`src/rtl/msq_pkg.sv`:
```
package msq_pkg;

   typedef enum logic [2:0] {
      ST_IDLE,
      ST_AZ,
      ST_AZ_REC,
      ST_SETUP,
      ST_OE_LOW,
      ST_CONV,
      ST_OE_REL
   } msq_state_e;

   localparam logic [1:0] STAT_READY = 2'b11;

   // Resolution codes accepted by the converter
   localparam logic [2:0] RES_LO = 3'b001;
   localparam logic [2:0] RES_HI = 3'b100;

   function automatic int unsigned msq_max2(input int unsigned a, input int unsigned b);
      return (a > b) ? a : b;
   endfunction

endpackage

```
`src/rtl/msq_byte_enc.sv`:
```
module msq_byte_enc #(
   parameter int unsigned RES_W  = 3,
   parameter int unsigned BYTE_W = 8
) (
   input  logic              chan_sel,
   input  logic              line50,
   input  logic [RES_W-1:0]  res_code,
   output logic [BYTE_W-1:0] ctl_byte,
   output logic              legal
);
   localparam int unsigned CHAN_BIT = RES_W + 1;
   localparam int unsigned FREQ_BIT = RES_W;

   if (BYTE_W < RES_W + 4) begin : g_bad_width
      $error("msq_byte_enc: BYTE_W too small for the fields");
   end

   always_comb begin
      ctl_byte           = '0;
      ctl_byte[RES_W-1:0] = res_code;
      ctl_byte[FREQ_BIT]  = line50;
      ctl_byte[CHAN_BIT]  = chan_sel;
   end

   assign legal = (res_code >= RES_W'(msq_pkg::RES_LO)) &&
                  (res_code <= RES_W'(msq_pkg::RES_HI));
endmodule

```
`src/rtl/msq_sync.sv`:
```
module msq_sync #(
   parameter int unsigned     WIDTH   = 2,
   parameter int unsigned     STAGES  = 2,
   parameter logic [WIDTH-1:0] RST_VAL = '1
) (
   input  logic             clk,
   input  logic             rst_n,
   input  logic [WIDTH-1:0] d,
   output logic [WIDTH-1:0] q
);
   if (STAGES == 0) begin : g_bypass
      assign q = d;
   end else begin : g_chain
      logic [WIDTH-1:0] stage_q [STAGES];
      always_ff @(posedge clk or negedge rst_n) begin
         if (!rst_n) begin
            for (int i = 0; i < int'(STAGES); i++) stage_q[i] <= RST_VAL;
         end else begin
            stage_q[0] <= d;
            for (int i = 1; i < int'(STAGES); i++) stage_q[i] <= stage_q[i-1];
         end
      end
      assign q = stage_q[STAGES-1];
   end
endmodule

```
`src/rtl/msq_mode_seq.sv`:
```
module msq_mode_seq #(
   parameter int unsigned SETUP_CYC   = 16,
   parameter int unsigned PULSE_CYC   = 16,
   parameter int unsigned AZ_CYC      = 1250,
   parameter int unsigned AZ_REC_CYC  = 125000,
   parameter int unsigned TIMEOUT_CYC = 625000,
   parameter int unsigned SYNC_STAGES = 2
) (
   input  logic       clk,
   input  logic       rst_n,
   input  logic       start_i,
   input  logic       az_req_i,
   input  logic       chan_sel_i,
   input  logic       line50_i,
   input  logic [2:0] res_code_i,
   input  logic [1:0] stat_i,
   output logic [7:0] cfg_data_o,
   output logic       cfg_drive_o,
   output logic       mode_sel_o,
   output logic       oe_n_o,
   output logic       conv_n_o,
   output logic       az_n_o,
   output logic       done_o,
   output logic       err_o
);
   import msq_pkg::*;

   localparam int unsigned RES_W   = 3;
   localparam int unsigned BYTE_W  = 8;
   localparam int unsigned CNT_MAX = msq_max2(msq_max2(SETUP_CYC, PULSE_CYC),
                                     msq_max2(AZ_CYC, msq_max2(AZ_REC_CYC, TIMEOUT_CYC)));
   localparam int unsigned CNT_W   = $clog2(CNT_MAX + 1);

   if (SETUP_CYC < 1 || PULSE_CYC < 1 || AZ_CYC < 1 || AZ_REC_CYC < 1) begin : g_bad_step
      $error("msq_mode_seq: every step length must be at least one cycle");
   end
   if (TIMEOUT_CYC < 2) begin : g_bad_timeout
      $error("msq_mode_seq: TIMEOUT_CYC must be at least two cycles");
   end

   logic [BYTE_W-1:0] enc_byte;
   logic              enc_legal;
   logic [1:0]        stat_s;

   msq_byte_enc #(.RES_W(RES_W), .BYTE_W(BYTE_W)) u_enc (
      .chan_sel (chan_sel_i),
      .line50   (line50_i),
      .res_code (res_code_i),
      .ctl_byte (enc_byte),
      .legal    (enc_legal)
   );

   msq_sync #(.WIDTH(2), .STAGES(SYNC_STAGES), .RST_VAL(STAT_READY)) u_stat_sync (
      .clk   (clk),
      .rst_n (rst_n),
      .d     (stat_i),
      .q     (stat_s)
   );

   msq_state_e        st_q;
   logic [CNT_W-1:0]  cnt_q;
   logic [BYTE_W-1:0] byte_q;
   logic              seen_busy_q;
   logic              done_q;
   logic              err_q;
   logic              cnt_zero;

   assign cnt_zero = (cnt_q == '0);

   always_ff @(posedge clk or negedge rst_n) begin
      if (!rst_n) begin
         st_q        <= ST_IDLE;
         cnt_q       <= '0;
         byte_q      <= '0;
         seen_busy_q <= 1'b0;
         done_q      <= 1'b0;
         err_q       <= 1'b0;
      end else begin
         unique case (st_q)
            ST_IDLE: begin
               if (start_i) begin
                  done_q <= 1'b0;
                  if (!enc_legal) begin
                     err_q <= 1'b1;
                  end else begin
                     err_q  <= 1'b0;
                     byte_q <= enc_byte;
                     if (az_req_i) begin
                        st_q  <= ST_AZ;
                        cnt_q <= CNT_W'(AZ_CYC - 1);
                     end else begin
                        st_q  <= ST_SETUP;
                        cnt_q <= CNT_W'(SETUP_CYC - 1);
                     end
                  end
               end
            end
            ST_AZ: begin
               if (cnt_zero) begin
                  st_q  <= ST_AZ_REC;
                  cnt_q <= CNT_W'(AZ_REC_CYC - 1);
               end else cnt_q <= cnt_q - 1'b1;
            end
            ST_AZ_REC: begin
               if (cnt_zero) begin
                  st_q  <= ST_SETUP;
                  cnt_q <= CNT_W'(SETUP_CYC - 1);
               end else cnt_q <= cnt_q - 1'b1;
            end
            ST_SETUP: begin
               if (cnt_zero) begin
                  st_q  <= ST_OE_LOW;
                  cnt_q <= CNT_W'(PULSE_CYC - 1);
               end else cnt_q <= cnt_q - 1'b1;
            end
            ST_OE_LOW: begin
               if (cnt_zero) begin
                  st_q        <= ST_CONV;
                  cnt_q       <= CNT_W'(TIMEOUT_CYC - 1);
                  seen_busy_q <= 1'b0;
               end else cnt_q <= cnt_q - 1'b1;
            end
            ST_CONV: begin
               if (stat_s != STAT_READY) seen_busy_q <= 1'b1;
               if (seen_busy_q && stat_s == STAT_READY) begin
                  st_q  <= ST_OE_REL;
                  cnt_q <= CNT_W'(PULSE_CYC - 1);
               end else if (cnt_zero) begin
                  st_q  <= ST_IDLE;
                  err_q <= 1'b1;
               end else cnt_q <= cnt_q - 1'b1;
            end
            ST_OE_REL: begin
               if (cnt_zero) begin
                  st_q   <= ST_IDLE;
                  done_q <= 1'b1;
               end else cnt_q <= cnt_q - 1'b1;
            end
            default: st_q <= ST_IDLE;
         endcase
      end
   end

   logic writing;
   assign writing = (st_q == ST_SETUP) || (st_q == ST_OE_LOW) ||
                    (st_q == ST_CONV)  || (st_q == ST_OE_REL);

   assign mode_sel_o  = writing;
   assign cfg_drive_o = writing;
   assign cfg_data_o  = writing ? byte_q : '0;
   assign oe_n_o      = !((st_q == ST_OE_LOW) || (st_q == ST_CONV));
   assign conv_n_o    = (st_q != ST_CONV);
   assign az_n_o      = (st_q != ST_AZ);
   assign done_o      = done_q;
   assign err_o       = err_q;
endmodule

```
`config.mk`:
```
export PLATFORM = sky130hd
export DESIGN_NAME = msq_mode_seq
export DESIGN_NICKNAME = d
export VERILOG_FILES = /design/src/rtl/msq_pkg.sv /design/src/rtl/msq_byte_enc.sv /design/src/rtl/msq_sync.sv /design/src/rtl/msq_mode_seq.sv
export SDC_FILE = /design/constraint.sdc
export NUM_CORES = 1
export LEC_CHECK = 0
export CORE_ASPECT_RATIO = 1.5
export CORE_UTILIZATION = 60
export CTS_BUF_LIST = sky130_fd_sc_hd__clkbuf_4
export CTS_CLUSTER_DIAMETER = 60
export CTS_CLUSTER_SIZE = 28
export DETAILED_ROUTE_END_ITERATION = 12
export DONT_BUFFER_PORTS = 1
export MAX_ROUTING_LAYER = met4
export PLACE_DENSITY = 0.8
export SLEW_MARGIN = 20
export SYNTH_ARGS = -nofsm -noshare
export SYNTH_HDL_FRONTEND = slang
export SYNTH_SLANG_ARGS = --single-unit
```
`constraint.sdc`:
```
create_clock -name clk -period 3.4 [get_ports clk]
set_input_delay 0.34 -clock clk [delete_from_list [all_inputs] [get_ports clk]]
set_output_delay 0.34 -clock clk [all_outputs]
set_load 0.02 [all_outputs]
```
==> load_flow_metrics.sql, run 1 <==
INSERT INTO impl_metrics (metric_group, metric, value, unit) VALUES
('sta', 'grt_setup_unrepaired', 'no', ''),
('clocking', 'post_cts.resized_instances', '0', ''),
('drt', 'postRouteWirelength', '6040', 'um'),
('clocking', 'clk_sinks', '35', ''),
('floorplan', 'dieHeight', '78.4', 'um'),
('final_layout', 'syn2layout_area_growth', '4.45', '%'),
('final_layout', 'seq_area', '881', 'um^2'),
('final_layout', 'post_layout_nonfiller_instances', '323', ''),
('power_and_ir_drop', 'post-layout-total-power', '0.738', 'mW'),
('min_path', 'holdCritPathClass', 'in -> reg', ''),
('synthesis', 'synth.avg_cell_area', '8.28', 'um^2'),
('synthesis', 'netlist_top_cells_area', 'sky130_fd_sc_hd__dfrtp_1 (33%), sky130_fd_sc_hd__o21ai_0 (6.4%), sky130_fd_sc_hd__a21oi_1 (4.5%)', ''),
('placement', 'pre_cts_slack', '0.664', 'ns'),
('drt', 'drc', '0', ''),
('clocking', 'clock_latency', '0.34', 'ns'),
('final_layout', 'antennaDiodeCount', '0', ''),
('outcome', 'outcome', 'finished, final reports clean', ''),
('sta', 'max_slew.worst_pin.slew', '0.842', 'ns'),
('sta', 'finClkSkew', '0.00932', 'ns'),
('clocking', 'post-cts-setup-buffers', '0', ''),
('placement', 'place.port_buffers', '0', ''),
('power_and_ir_drop', 'cellLeakagePower', '0.975', 'nW'),
('grt', 'grt_first_pass_wirelength', '9890', 'um'),
('flow_run', 'maxCapViolations', '0', ''),
('synthesis', 'synth-seq-area-share', '37.7', '%'),
('drt', 'routed_wire_length_per_instance', '18.7', 'um'),
('clocking', 'clk_root_buffer_cell', 'sky130_fd_sc_hd__clkbuf_4', ''),
('grt', 'grt_max_degree', '36', ''),
('floorplan', 'die_width', '52.9', 'um'),
('final_layout', 'area_of_the_multi_input_gates', '0.00131', 'mm^2'),
('synthesis', 'synth_enable_flop_cells', '0', ''),
('sta', 'slew_viols_final', '0', ''),
('setup_path', 'critPathSlowestCell', 'sky130_fd_sc_hd__or4_4', ''),
('synthesis', 'synth_top_cells_by_count', 'sky130_fd_sc_hd__dfrtp_1 (31), sky130_fd_sc_hd__o21ai_0 (30), sky130_fd_sc_hd__nand2_1 (28)', ''),
('grt', 'gr-total-overflow', '0', ''),
('final_layout', 'final.fill_count', '319', ''),
('drt', 'dr.pass1.iters', '7', ''),
('floorplan', 'rows', '27', ''),
('clocking', 'cts-buffers-inserted', '5', ''),
('sta', 'tns', '0', 'ns'),
('placement', 'post_detail_place_hpwl', '4240', 'um'),
('grt', 'vias_in_the_first_global_route', '2112', ''),
('sta', 'achievable-frequency', '360', 'MHz'),
('setup_path', 'worst_path_largest_cell_delay', '0.56', 'ns'),
('setup_path', 'crit_path_max_fanout', '18', ''),
('synthesis', 'synth_seq_cells', '35', ''),
('grt', 'antenna_violations_before_repair', '0', ''),
('clocking', 'clock_tree_from_tritoncts', 'built', ''),
('setup_path', 'critPathCaptureType', 'flop', ''),
('setup_path', 'crit_required', '3.63', 'ns'),
('floorplan', 'fp.coreArea', '0.00368', 'mm^2'),
('synthesis', 'ys_dominant_reg_cell', 'sky130_fd_sc_hd__dfrtp_1', ''),
('setup_path', 'arrival', '3.01', 'ns'),
('floorplan', 'io-pin-count', '26', ''),
('setup_path', 'worst_path_cell_chain', 'or4_4 -> or4_4 -> nor2_4 -> inv_2 -> ha_1 -> nor3_1 -> a21oi_1 -> o221ai_1 -> a21oi_1', ''),
('synthesis', 'synthesis.instances', '282', ''),
('sta', 'setup_viol', '0', ''),
('drt', 'vias_per_cell', '6.92', ''),
('synthesis', 'synth.top_cell.area_share', '33.2', '%'),
('drt', 'detailroute.via_count', '2236', ''),
('clocking', 'cts_hold_buf', '4', ''),
('drt', 'detail-route-antenna-nets', '0', ''),
('power_and_ir_drop', 'power_dens_cells', '303', 'mW/mm^2'),
('synthesis', 'synth.most_common_cell', 'sky130_fd_sc_hd__dfrtp_1', ''),
('clocking', 'cts-root-to-sink-buffers', '2', ''),
('clocking', 'clk_pin_slew', '0.11', 'ns'),
('sta', 'worst_slack', '0.620', 'ns'),
('synthesis', 'number_of_distinct_library_cells_after_synthesis', '61', ''),
('placement', 'globalplace.congestion', '0.950', ''),
('synthesis', 'async_flop_share', '100', '%'),
('clocking', 'cts.htree.levels', '2', '');
report_power, final:
group	leakage [nW]	switching, mW	internal (mW)
registers	0.410	0.00160	0.420
logic	0.523	0.0148	0.00638
clock network	0.0426	0.144	0.151
total	0.975	0.160	0.578
cells by family (layout without fill, tap and decap cells):
group,after synthesis,after routing,share of synthesized area [%]
buffers and inverters,31,27,6.64
other,1,3,0.161
multiplexers,6,6,2.84
adder cells (fa/ha/maj),4,4,2.04
AO/OA/AOI/OAI,101,101,27.6
XOR/XNOR,2,2,0.750
AND/OR/NAND/NOR,102,102,22.2
flip-flops,35,35,37.7
worst max-delay path, delay by kind of cell, from the launching register on:
family / cells / cell delay (ns)
AND/OR/NAND/NOR: 4 / 1.38
flip-flops: 1 / 0.48
adder cells (fa/ha/maj): 1 / 0.33
AO/OA/AOI/OAI: 3 / 0.32
buffers and inverters: 1 / 0.16
metal layers:
layer	vias up	track usage, %	wire [um]
met1	1058	39.7	2220
met4	0	22.1	344
met5	-	-	0
met3	29	4.84	379
met2	110	51.6	3090
li1	1039	-	-
through the flow:
step	cell area (um^2)	util, %	hold WS [ns]
6_report	2440	66.3	0.143
5_1_grt	2440	66.3	0.128
3_3_place_gp	2310	62.8	0.0454
2_1_floorplan	2340	-	0.0444
4_1_cts	2440	66.3	0.128
3_5_place_dp	2310	62.8	0.0453
cell type report:
cell class,count,area share [%]
Clock inverter,3,1.59
Multi-Input combinational cell,218,53.6
Timing Repair Buffer,8,3.28
Clock buffer,5,1.54
Sequential cell,35,36.1
Inverter,11,1.69
Tap cell,43,2.21
path summary, 6_finish.rpt:
check / end / startpoint / cells past startpoint / slack (ns)
min in group asynchronous: cnt_q[10]$_DFFE_PN0P_ / rst_n / 2 / 0.43
hold / removal: byte_q[3]$_DFFE_PN0P_ / line50_i / 1 / 0.14
setup / recovery: cnt_q[0]$_DFFE_PN0P_ / cnt_q[7]$_DFFE_PN0P_ / 9 / 0.62
max in group asynchronous: u_stat_sync.g_chain.stage_q[3]$_DFF_PN1_ / rst_n / 2 / 2.72
setup reg to reg: cnt_q[0]$_DFFE_PN0P_ / cnt_q[7]$_DFFE_PN0P_ / 9 / 0.62
hold reg to reg: u_stat_sync.q[1]$_DFF_PN1_ / u_stat_sync.g_chain.stage_q[3]$_DFF_PN1_ / 0 / 0.36
sequential cells by signal, indices dropped and copies added (netlist names):
register,cells
done_o,1
u_stat_sync.g_chain.stage_q,2
u_stat_sync.q,2
byte_q,5
seen_busy_q,1
cnt_q,20
st_q,3
err_o,1
placed cells by master (no fill, tap or decap), drive strengths merged, types with 3 or more instances in the layout:
| cell type | synthesis | routed |
|---|---|---|
| or3 | 6 | 6 |
| inv | 11 | 11 |
| dfrtp | 31 | 31 |
| a221oi | 3 | 3 |
| nand3 | 10 | 10 |
| nor4 | 4 | 4 |
| clkbuf | 11 | 5 |
| conb | 1 | 3 |
| buf | 9 | 5 |
| ha | 3 | 3 |
| nand4 | 3 | 3 |
| nand2b | 3 | 3 |
| and3 | 3 | 3 |
| dlygate4sd3 | 0 | 3 |
| mux2 | 5 | 5 |
| a21oi | 21 | 21 |
| o41ai | 4 | 4 |
| nor2b | 6 | 6 |
| o21ai | 38 | 38 |
| nor2 | 19 | 19 |
| o22ai | 3 | 3 |
| nor3 | 13 | 13 |
| dfstp | 4 | 4 |
| o211ai | 4 | 4 |
| nand2 | 28 | 28 |
No activity file was read; power rests on OpenSTA's default activity.
==> run 2, diff against run 1 <==
--- a/config.mk
+++ b/config.mk
@@ -5,6 +5,7 @@
 export SDC_FILE = /design/constraint.sdc
 export NUM_CORES = 1
 export LEC_CHECK = 0
+export ABC_AREA = 1
 export CORE_ASPECT_RATIO = 1.5
 export CORE_UTILIZATION = 60
 export CTS_BUF_LIST = sky130_fd_sc_hd__clkbuf_4
==> constraint.sdc (replaced) <==
create_clock -name clk -period 2.6 [get_ports clk]
set_input_delay 0.26 -clock clk [delete_from_list [all_inputs] [get_ports clk]]
set_output_delay 0.26 -clock clk [all_outputs]
set_load 0.02 [all_outputs]
==> load_flow_metrics.sql, run 2 <==
INSERT INTO impl_metrics (metric_group, metric, value, unit) VALUES
('synthesis', 'synth_warnings', '0', ''),
('synthesis', 'yosysTopAreaCell', 'sky130_fd_sc_hd__dfrtp_1', ''),
('setup_path', 'r2r_setup_slack', '0.40', 'ns'),
('drt', 'detail-route-antenna-nets', '0', ''),
('sta', 'achievable-frequency', '433', 'MHz'),
('setup_path', 'crit_buf_inv', '2', ''),
('setup_path', 'crit-reg2reg-capture', 'cnt_q[0]$_DFFE_PN0P_', ''),
('synthesis', 'netlist_top_cells_area', 'sky130_fd_sc_hd__dfrtp_1 (33%), sky130_fd_sc_hd__nand2_1 (13%), sky130_fd_sc_hd__nor2_1 (9.3%)', ''),
('synthesis', 'synth_seq_cells', '35', ''),
('sta', 'relSlewSlack', '59.9', '%'),
('sta', 'finClkSkew', '0.0191', 'ns'),
('clocking', 'cts.htree.levels', '2', ''),
('flow_run', 'maxCapViolations', '0', ''),
('synthesis', 'synthesis.instances', '344', ''),
('power_and_ir_drop', 'power_dens_cells', '369', 'mW/mm^2'),
('power_and_ir_drop', 'irDropWorstVdd', '338', 'uV'),
('grt', 'grt_first_pass_wirelength', '9360', 'um'),
('clocking', 'clock_latency', '0.35', 'ns'),
('sta', 'slew_viols_final', '0', ''),
('final_layout', 'num-nets-final', '365', ''),
('synthesis', 'synth.avg_cell_area', '6.77', 'um^2'),
('clocking', 'clk_pin_slew', '0.11', 'ns'),
('final_layout', 'register_containing_the_most_flip_flops_in_the_final_layout', 'cnt_q', ''),
('final_layout', 'seq_area', '881', 'um^2'),
('grt', 'gr-total-overflow', '0', ''),
('clocking', 'cts-buffers-inserted', '5', ''),
('sta', 'max_slew.worst_pin.slew', '0.600', 'ns'),
('synthesis', 'ys_dominant_reg_cell', 'sky130_fd_sc_hd__dfrtp_1', ''),
('placement', 'pre_cts_slack', '0.444', 'ns'),
('final_layout', 'area_of_the_multi_input_gates', '0.00122', 'mm^2'),
('sta', 'period_minus_slack', '2.31', 'ns'),
('grt', 'track_usage', '31.7', '%'),
('grt', 'antenna_violations_before_repair', '0', ''),
('grt', 'grt_max_degree', '36', ''),
('floorplan', 'fp.coreArea', '0.00368', 'mm^2'),
('min_path', 'holdCritPathClass', 'in -> reg', ''),
('final_layout', 'drive_gt1_share', '8.81', '%'),
('synthesis', 'synth-seq-area-share', '37.8', '%'),
('sta', 'final_hold_viol_count', '0', ''),
('clocking', 'post-cts-setup-buffers', '0', ''),
('sta', 'worst_slack', '0.289', 'ns'),
('floorplan', 'die_width', '52.9', 'um'),
('synthesis', 'number_of_distinct_library_cells_after_synthesis', '31', ''),
('setup_path', 'critPathCaptureType', 'primary output', ''),
('synthesis', 'synth.top_cell.area_share', '33.3', '%'),
('clocking', 'clk_root_buffer_cell', 'sky130_fd_sc_hd__clkbuf_4', ''),
('synthesis', 'synth.most_common_cell', 'sky130_fd_sc_hd__nand2_1', ''),
('clocking', 'cts_hold_buf', '4', ''),
('setup_path', 'crit_required', '2.34', 'ns'),
('setup_path', 'worst_path_largest_cell_delay', '0.50', 'ns'),
('floorplan', 'initial_core_util', '63.2', '%'),
('sta', 'min_period_over_period', '88.9', '%'),
('setup_path', 'r2r_start', 'cnt_q[1]$_DFFE_PN0P_', ''),
('floorplan', 'io-pin-count', '26', ''),
('drt', 'drt_iter0_drc', '83', ''),
('power_and_ir_drop', 'cellLeakagePower', '1.26', 'nW'),
('sta', 'grt_setup_unrepaired', 'no', ''),
('final_layout', 'layout_commonest_cell', 'sky130_fd_sc_hd__nand2_1', ''),
('floorplan', 'die_area', '0.00414', 'mm^2'),
('setup_path', 'timing.critical_path.from_type', 'flop', ''),
('placement', 'placedCellCount', '383', ''),
('drt', 'routed_wire_length_per_instance', '14.1', 'um'),
('grt', 'vias_in_the_first_global_route', '2121', ''),
('drt', 'vias_per_cell', '5.53', ''),
('drt', 'detailroute.via_count', '2184', ''),
('placement', 'detailed_place.area', '0.00235', 'mm^2'),
('drt', 'drc', '0', ''),
('synthesis', 'synth_enable_flop_cells', '0', ''),
('synthesis', 'synth_top_cells_by_count', 'sky130_fd_sc_hd__nand2_1 (80), sky130_fd_sc_hd__nor2_1 (58), sky130_fd_sc_hd__inv_1 (44)', ''),
('min_path', 'hold_start', 'line50_i', ''),
('final_layout', 'postLayoutCoreUtil', '66.7', '%'),
('final_layout', 'antennaDiodeCount', '0', ''),
('floorplan', 'rows', '27', ''),
('clocking', 'cts-root-to-sink-buffers', '2', ''),
('placement', 'post_detail_place_hpwl', '4260', 'um'),
('final_layout', 'mostFrequentLayoutCells', 'sky130_fd_sc_hd__nand2_1 (80), sky130_fd_sc_hd__nor2_1 (58), sky130_fd_sc_hd__inv_1 (44)', ''),
('min_path', 'hold_path_sink', 'byte_q[3]$_DFFE_PN0P_', ''),
('synthesis', 'async_flop_share', '100', '%'),
('placement', 'place.port_buffers', '0', ''),
('floorplan', 'dieHeight', '78.3', 'um'),
('setup_path', 'worst_r2r_path_depth', '10', ''),
('outcome', 'outcome', 'finished, final reports clean', ''),
('setup_path', 'worst_path_cell_chain', 'nand2_1 -> nor2_2 -> inv_1 -> nand2_1 -> nor2_1 -> inv_1', ''),
('drt', 'dr.pass1.iters', '5', ''),
('setup_path', 'arrival', '2.05', 'ns'),
('sta', 'setup_viol', '0', ''),
('drt', 'postRouteWirelength', '5580', 'um'),
('setup_path', 'critPathSlowestCell', 'sky130_fd_sc_hd__dfrtp_1', ''),
('setup_path', 'crit_path_max_fanout', '7', ''),
('sta', 'tns', '0', 'ns'),
('final_layout', 'largest_registers', 'cnt_q: 20 flops, byte_q: 5 flops, st_q: 3 flops', ''),
('final_layout', 'final.fill_count', '318', ''),
('placement', 'globalplace.congestion', '0.968', ''),
('clocking', 'post_cts.resized_instances', '0', ''),
('clocking', 'clk_sinks', '35', ''),
('min_path', 'hold_path_depth', '2', ''),
('setup_path', 'cp_top_family', 'simple AND/OR/NAND/NOR gates', ''),
('setup_path', 'timing.setup.critical_path_class', 'reg -> out', ''),
('final_layout', 'syn2layout_area_growth', '5.48', '%'),
('final_layout', 'final_cell_area', '0.00246', 'mm^2'),
('final_layout', 'largest_register_ffs', '20', ''),
('final_layout', 'post_layout_nonfiller_instances', '395', ''),
('clocking', 'clock_tree_from_tritoncts', 'built', ''),
('synthesis', 'netlist_area', '0.00233', 'mm^2');
## run 2: through the flow
step                power, mW  hold WS [ns]
floorplan               0.604       -0.0356
global placement        0.604       -0.0346
detailed placement      0.605       -0.0348
CTS                     0.911        0.0354
global route            0.933        0.0302
finish                  0.905        0.0406
## run 2: cell families (layout without fill, tap and decap cells)
family	count (synthesis)	count (layout)	share of synthesized area (%)
buf+inv	57	63	10.1
fa+ha+maj	3	3	1.61
other cells	1	3	0.161
xor+xnor	9	9	3.39
simple gates	192	192	35.5
flops	35	35	37.8
compound gates	47	47	11.4
## run 2: routing by layer
layer / share of wire (%) / routed length, um / track usage [%] / vias up
met5: 0 / 0 / - / -
met1: 40 / 2230 / 35.4 / 1001
li1: - / - / - / 1097
met2: 52 / 2930 / 53.7 / 71
met4: 3.2 / 176 / 15.0 / 0
met3: 4.4 / 244 / 4.84 / 15
## run 2: worst max path at each step
stage / startpoint / to / slack, ns / cells past startpoint
floorplan: cnt_q[0]$_DFFE_PN0P_ / cnt_q[0]$_DFFE_PN0P_ / 0.78 / 11
global placement: cnt_q[1]$_DFFE_PN0P_ / cnt_q[0]$_DFFE_PN0P_ / 0.42 / 10
detailed placement: cnt_q[1]$_DFFE_PN0P_ / cnt_q[0]$_DFFE_PN0P_ / 0.44 / 10
CTS: st_q[2]$_DFFE_PN0P_ / mode_sel_o / 0.30 / 6
global route: st_q[2]$_DFFE_PN0P_ / cfg_drive_o / 0.15 / 6
finish: st_q[2]$_DFFE_PN0P_ / mode_sel_o / 0.29 / 6
## run 2: worst register-to-register path: stages (launching register included)
cell and delay (ns):
sky130_fd_sc_hd__dfrtp_1 0.39, sky130_fd_sc_hd__inv_1 0.12, sky130_fd_sc_hd__ha_1 0.21, sky130_fd_sc_hd__nand3_1 0.09
sky130_fd_sc_hd__nor2_1 0.23, sky130_fd_sc_hd__nand2_1 0.32, sky130_fd_sc_hd__ha_1 0.29, sky130_fd_sc_hd__or2_2 0.28
sky130_fd_sc_hd__nand4_1 0.06, sky130_fd_sc_hd__o21ai_0 0.08, sky130_fd_sc_hd__inv_1 0.07
## run 2: layout make-up
type                    instances  area share (%)
inverters                      49            7.49
repair buffers                  6            2.65
clock buffers                   6            1.83
clock inverters                 2           0.306
well taps                      43            2.19
multi-input cells             254            49.7
flip-flops and latches         35            35.9
## run 2: report_power, final
| part | internal [mW] | switching (mW) |
|---|---|---|
| Clock | 0.111 | 0.183 |
| Combinational | 0.0136 | 0.0341 |
| Sequential | 0.558 | 0.00664 |
| Total | 0.682 | 0.223 |
==> run 3, diff against run 2 <==
--- a/config.mk
+++ b/config.mk
@@ -6,15 +6,15 @@
 export NUM_CORES = 1
 export LEC_CHECK = 0
 export ABC_AREA = 1
-export CORE_ASPECT_RATIO = 1.5
-export CORE_UTILIZATION = 60
+export CORE_ASPECT_RATIO = 0.8
+export CORE_UTILIZATION = 57
 export CTS_BUF_LIST = sky130_fd_sc_hd__clkbuf_4
 export CTS_CLUSTER_DIAMETER = 60
 export CTS_CLUSTER_SIZE = 28
 export DETAILED_ROUTE_END_ITERATION = 12
 export DONT_BUFFER_PORTS = 1
 export MAX_ROUTING_LAYER = met4
-export PLACE_DENSITY = 0.8
+export PLACE_DENSITY = 0.76
 export SLEW_MARGIN = 20
 export SYNTH_ARGS = -nofsm -noshare
 export SYNTH_HDL_FRONTEND = slang
==> load_flow_metrics.sql, run 3 (same netlist as run 2, synthesis figures left out) <==
INSERT INTO impl_metrics (metric_group, metric, value, unit) VALUES
('floorplan', 'rows', '20', ''),
('clocking', 'clock_tree_from_tritoncts', 'built', ''),
('final_layout', 'drive_gt1_share', '8.83', '%'),
('sta', 'slew_viols_final', '0', ''),
('floorplan', 'initial_core_util', '60.4', '%'),
('drt', 'met2_length', '2400', 'um'),
('placement', 'place.port_buffers', '0', ''),
('drt', 'detailroute.via_count', '2187', ''),
('drt', 'vias_per_cell', '5.39', ''),
('setup_path', 'crit_path_max_fanout', '7', ''),
('setup_path', 'arrival', '2.02', 'ns'),
('setup_path', 'timing.setup.critical_path_class', 'reg -> out', ''),
('final_layout', 'num-nets-final', '364', ''),
('power_and_ir_drop', 'irDropWorstVdd', '289', 'uV'),
('floorplan', 'die_width', '73.5', 'um'),
('clocking', 'clk_root_buffer_cell', 'sky130_fd_sc_hd__clkbuf_4', ''),
('final_layout', 'area_of_the_multi_input_gates', '0.00122', 'mm^2'),
('floorplan', 'dieHeight', '59.2', 'um'),
('sta', 'setup_viol', '0', ''),
('placement', 'globalplace.congestion', '0.950', ''),
('sta', 'whs', '0.0246', 'ns'),
('drt', 'wl_met1', '2600', 'um'),
('clocking', 'cts.htree.levels', '2', ''),
('drt', 'postRouteWirelength', '5400', 'um'),
('clocking', 'clk_sinks', '35', ''),
('grt', 'grt_first_pass_wirelength', '9000', 'um'),
('sta', 'period_minus_slack', '2.28', 'ns'),
('drt', 'maxUsedRoutingLayer', 'met4', ''),
('clocking', 'clk_pin_slew', '0.12', 'ns'),
('clocking', 'cts-root-to-sink-buffers', '2', ''),
('floorplan', 'fp.coreArea', '0.00385', 'mm^2'),
('drt', 'routed_wire_length_per_instance', '13.3', 'um'),
('final_layout', 'syn2layout_area_growth', '5.86', '%'),
('final_layout', 'layout_commonest_cell', 'sky130_fd_sc_hd__nand2_1', ''),
('final_layout', 'largest_registers', 'cnt_q: 20 flops, byte_q: 5 flops, st_q: 3 flops', ''),
('final_layout', 'largest_register_ffs', '20', ''),
('sta', 'max_slew.worst_pin.slew', '0.771', 'ns'),
('grt', 'track_usage', '28.3', '%'),
('power_and_ir_drop', 'post-layout-total-power', '0.910', 'mW'),
('floorplan', 'die_area', '0.00435', 'mm^2'),
('setup_path', 'timing.critical_path.from_type', 'flop', ''),
('drt', 'drt_iter0_drc', '176', ''),
('final_layout', 'postLayoutCoreUtil', '64.0', '%'),
('min_path', 'holdCritPathClass', 'in -> reg', ''),
('flow_run', 'maxCapViolations', '0', ''),
('drt', 'drc', '0', ''),
('final_layout', 'register_containing_the_most_flip_flops_in_the_final_layout', 'cnt_q', ''),
('grt', 'gr-total-overflow', '0', ''),
('final_layout', 'antennaDiodeCount', '0', ''),
('drt', 'met3_wirelength', '356', 'um'),
('sta', 'relSlewSlack', '48.1', '%'),
('sta', 'final_hold_viol_count', '0', ''),
('setup_path', 'crit_required', '2.34', 'ns'),
('sta', 'tns', '0', 'ns'),
('grt', 'grt_max_degree', '36', ''),
('sta', 'finClkSkew', '0.0174', 'ns'),
('placement', 'post_detail_place_hpwl', '4020', 'um'),
('power_and_ir_drop', 'cellLeakagePower', '1.25', 'nW'),
('clocking', 'post_cts.resized_instances', '0', ''),
('outcome', 'outcome', 'finished, final reports clean', ''),
('clocking', 'cts-buffers-inserted', '5', ''),
('grt', 'vias_in_the_first_global_route', '1908', ''),
('final_layout', 'seq_area', '881', 'um^2'),
('sta', 'achievable-frequency', '438', 'MHz'),
('sta', 'min_period_over_period', '87.7', '%'),
('floorplan', 'io-pin-count', '26', ''),
('setup_path', 'critPathCaptureType', 'primary output', ''),
('final_layout', 'final.fill_count', '365', ''),
('drt', 'dr.pass1.iters', '5', ''),
('drt', 'detail-route-antenna-nets', '0', ''),
('grt', 'antenna_violations_before_repair', '0', ''),
('clocking', 'clock_latency', '0.35', 'ns'),
('sta', 'grt_setup_unrepaired', 'no', ''),
('final_layout', 'mostFrequentLayoutCells', 'sky130_fd_sc_hd__nand2_1 (80), sky130_fd_sc_hd__nor2_1 (58), sky130_fd_sc_hd__inv_1 (44)', ''),
('power_and_ir_drop', 'power_dens_cells', '369', 'mW/mm^2');
-- run 3: final cells by class --
type	instances	share of cell area (%)
clock inverters	2	0.355
inverters	49	7.46
multi-input cells	254	49.5
repair buffers	5	2.34
clock buffers	6	1.83
well taps	55	2.79
flip-flops and latches	35	35.7
-- run 3: what timing repair did --
action / CTS / global route
buffers inserted: 0 / 0
hold buffers: 4 / 0
endpoints found under the setup margin: 0 / 0
endpoints found under the hold margin: 37 / 0
-- run 3: worst paths after layout --
check,from,endpoint,slack (ns),cells past startpoint
min reg2reg,u_stat_sync.g_chain.stage_q[2]$_DFF_PN1_,u_stat_sync.q[0]$_DFF_PN1_,0.36,0
max in group asynchronous,rst_n,u_stat_sync.g_chain.stage_q[2]$_DFF_PN1_,1.98,2
min,line50_i,byte_q[3]$_DFFE_PN0P_,0.02,2
max,st_q[2]$_DFFE_PN0P_,mode_sel_o,0.32,6
max reg2reg,cnt_q[0]$_DFFE_PN0P_,cnt_q[0]$_DFFE_PN0P_,0.32,10
min in group asynchronous,rst_n,err_o$_DFFE_PN0P_,0.36,2
-- run 3: per-layer routing --
layer / up-vias / track usage (%)
met5: - / -
met2: 83 / 41.5
li1: 1100 / -
met1: 998 / 40.9
met3: 6 / 4.59
met4: 0 / 6.59
-- run 3: metrics by stage --
step                std cells  instance area [um^2]  setup slack, ns
finish                    406                  2460            0.319
global route              406                  2460            0.113
CTS                       406                  2460            0.305
detailed placement        394                  2360            0.372
global placement          394                  2360            0.421
floorplan                 346                  2340            0.779
-- run 3: worst max-delay path: stages, from the launching register on --
cell                      delay [ns]
sky130_fd_sc_hd__dfrtp_1        0.49
sky130_fd_sc_hd__nand2_1        0.17
sky130_fd_sc_hd__nor2_2         0.08
sky130_fd_sc_hd__inv_1          0.08
sky130_fd_sc_hd__nand2_1        0.14
sky130_fd_sc_hd__nor2_1         0.40
sky130_fd_sc_hd__inv_1          0.31
-- run 3: power breakdown --
group,switching (mW),internal [mW]
combinational,0.0341,0.0136
sequential,0.00665,0.558
clock,0.186,0.112
total,0.227,0.683
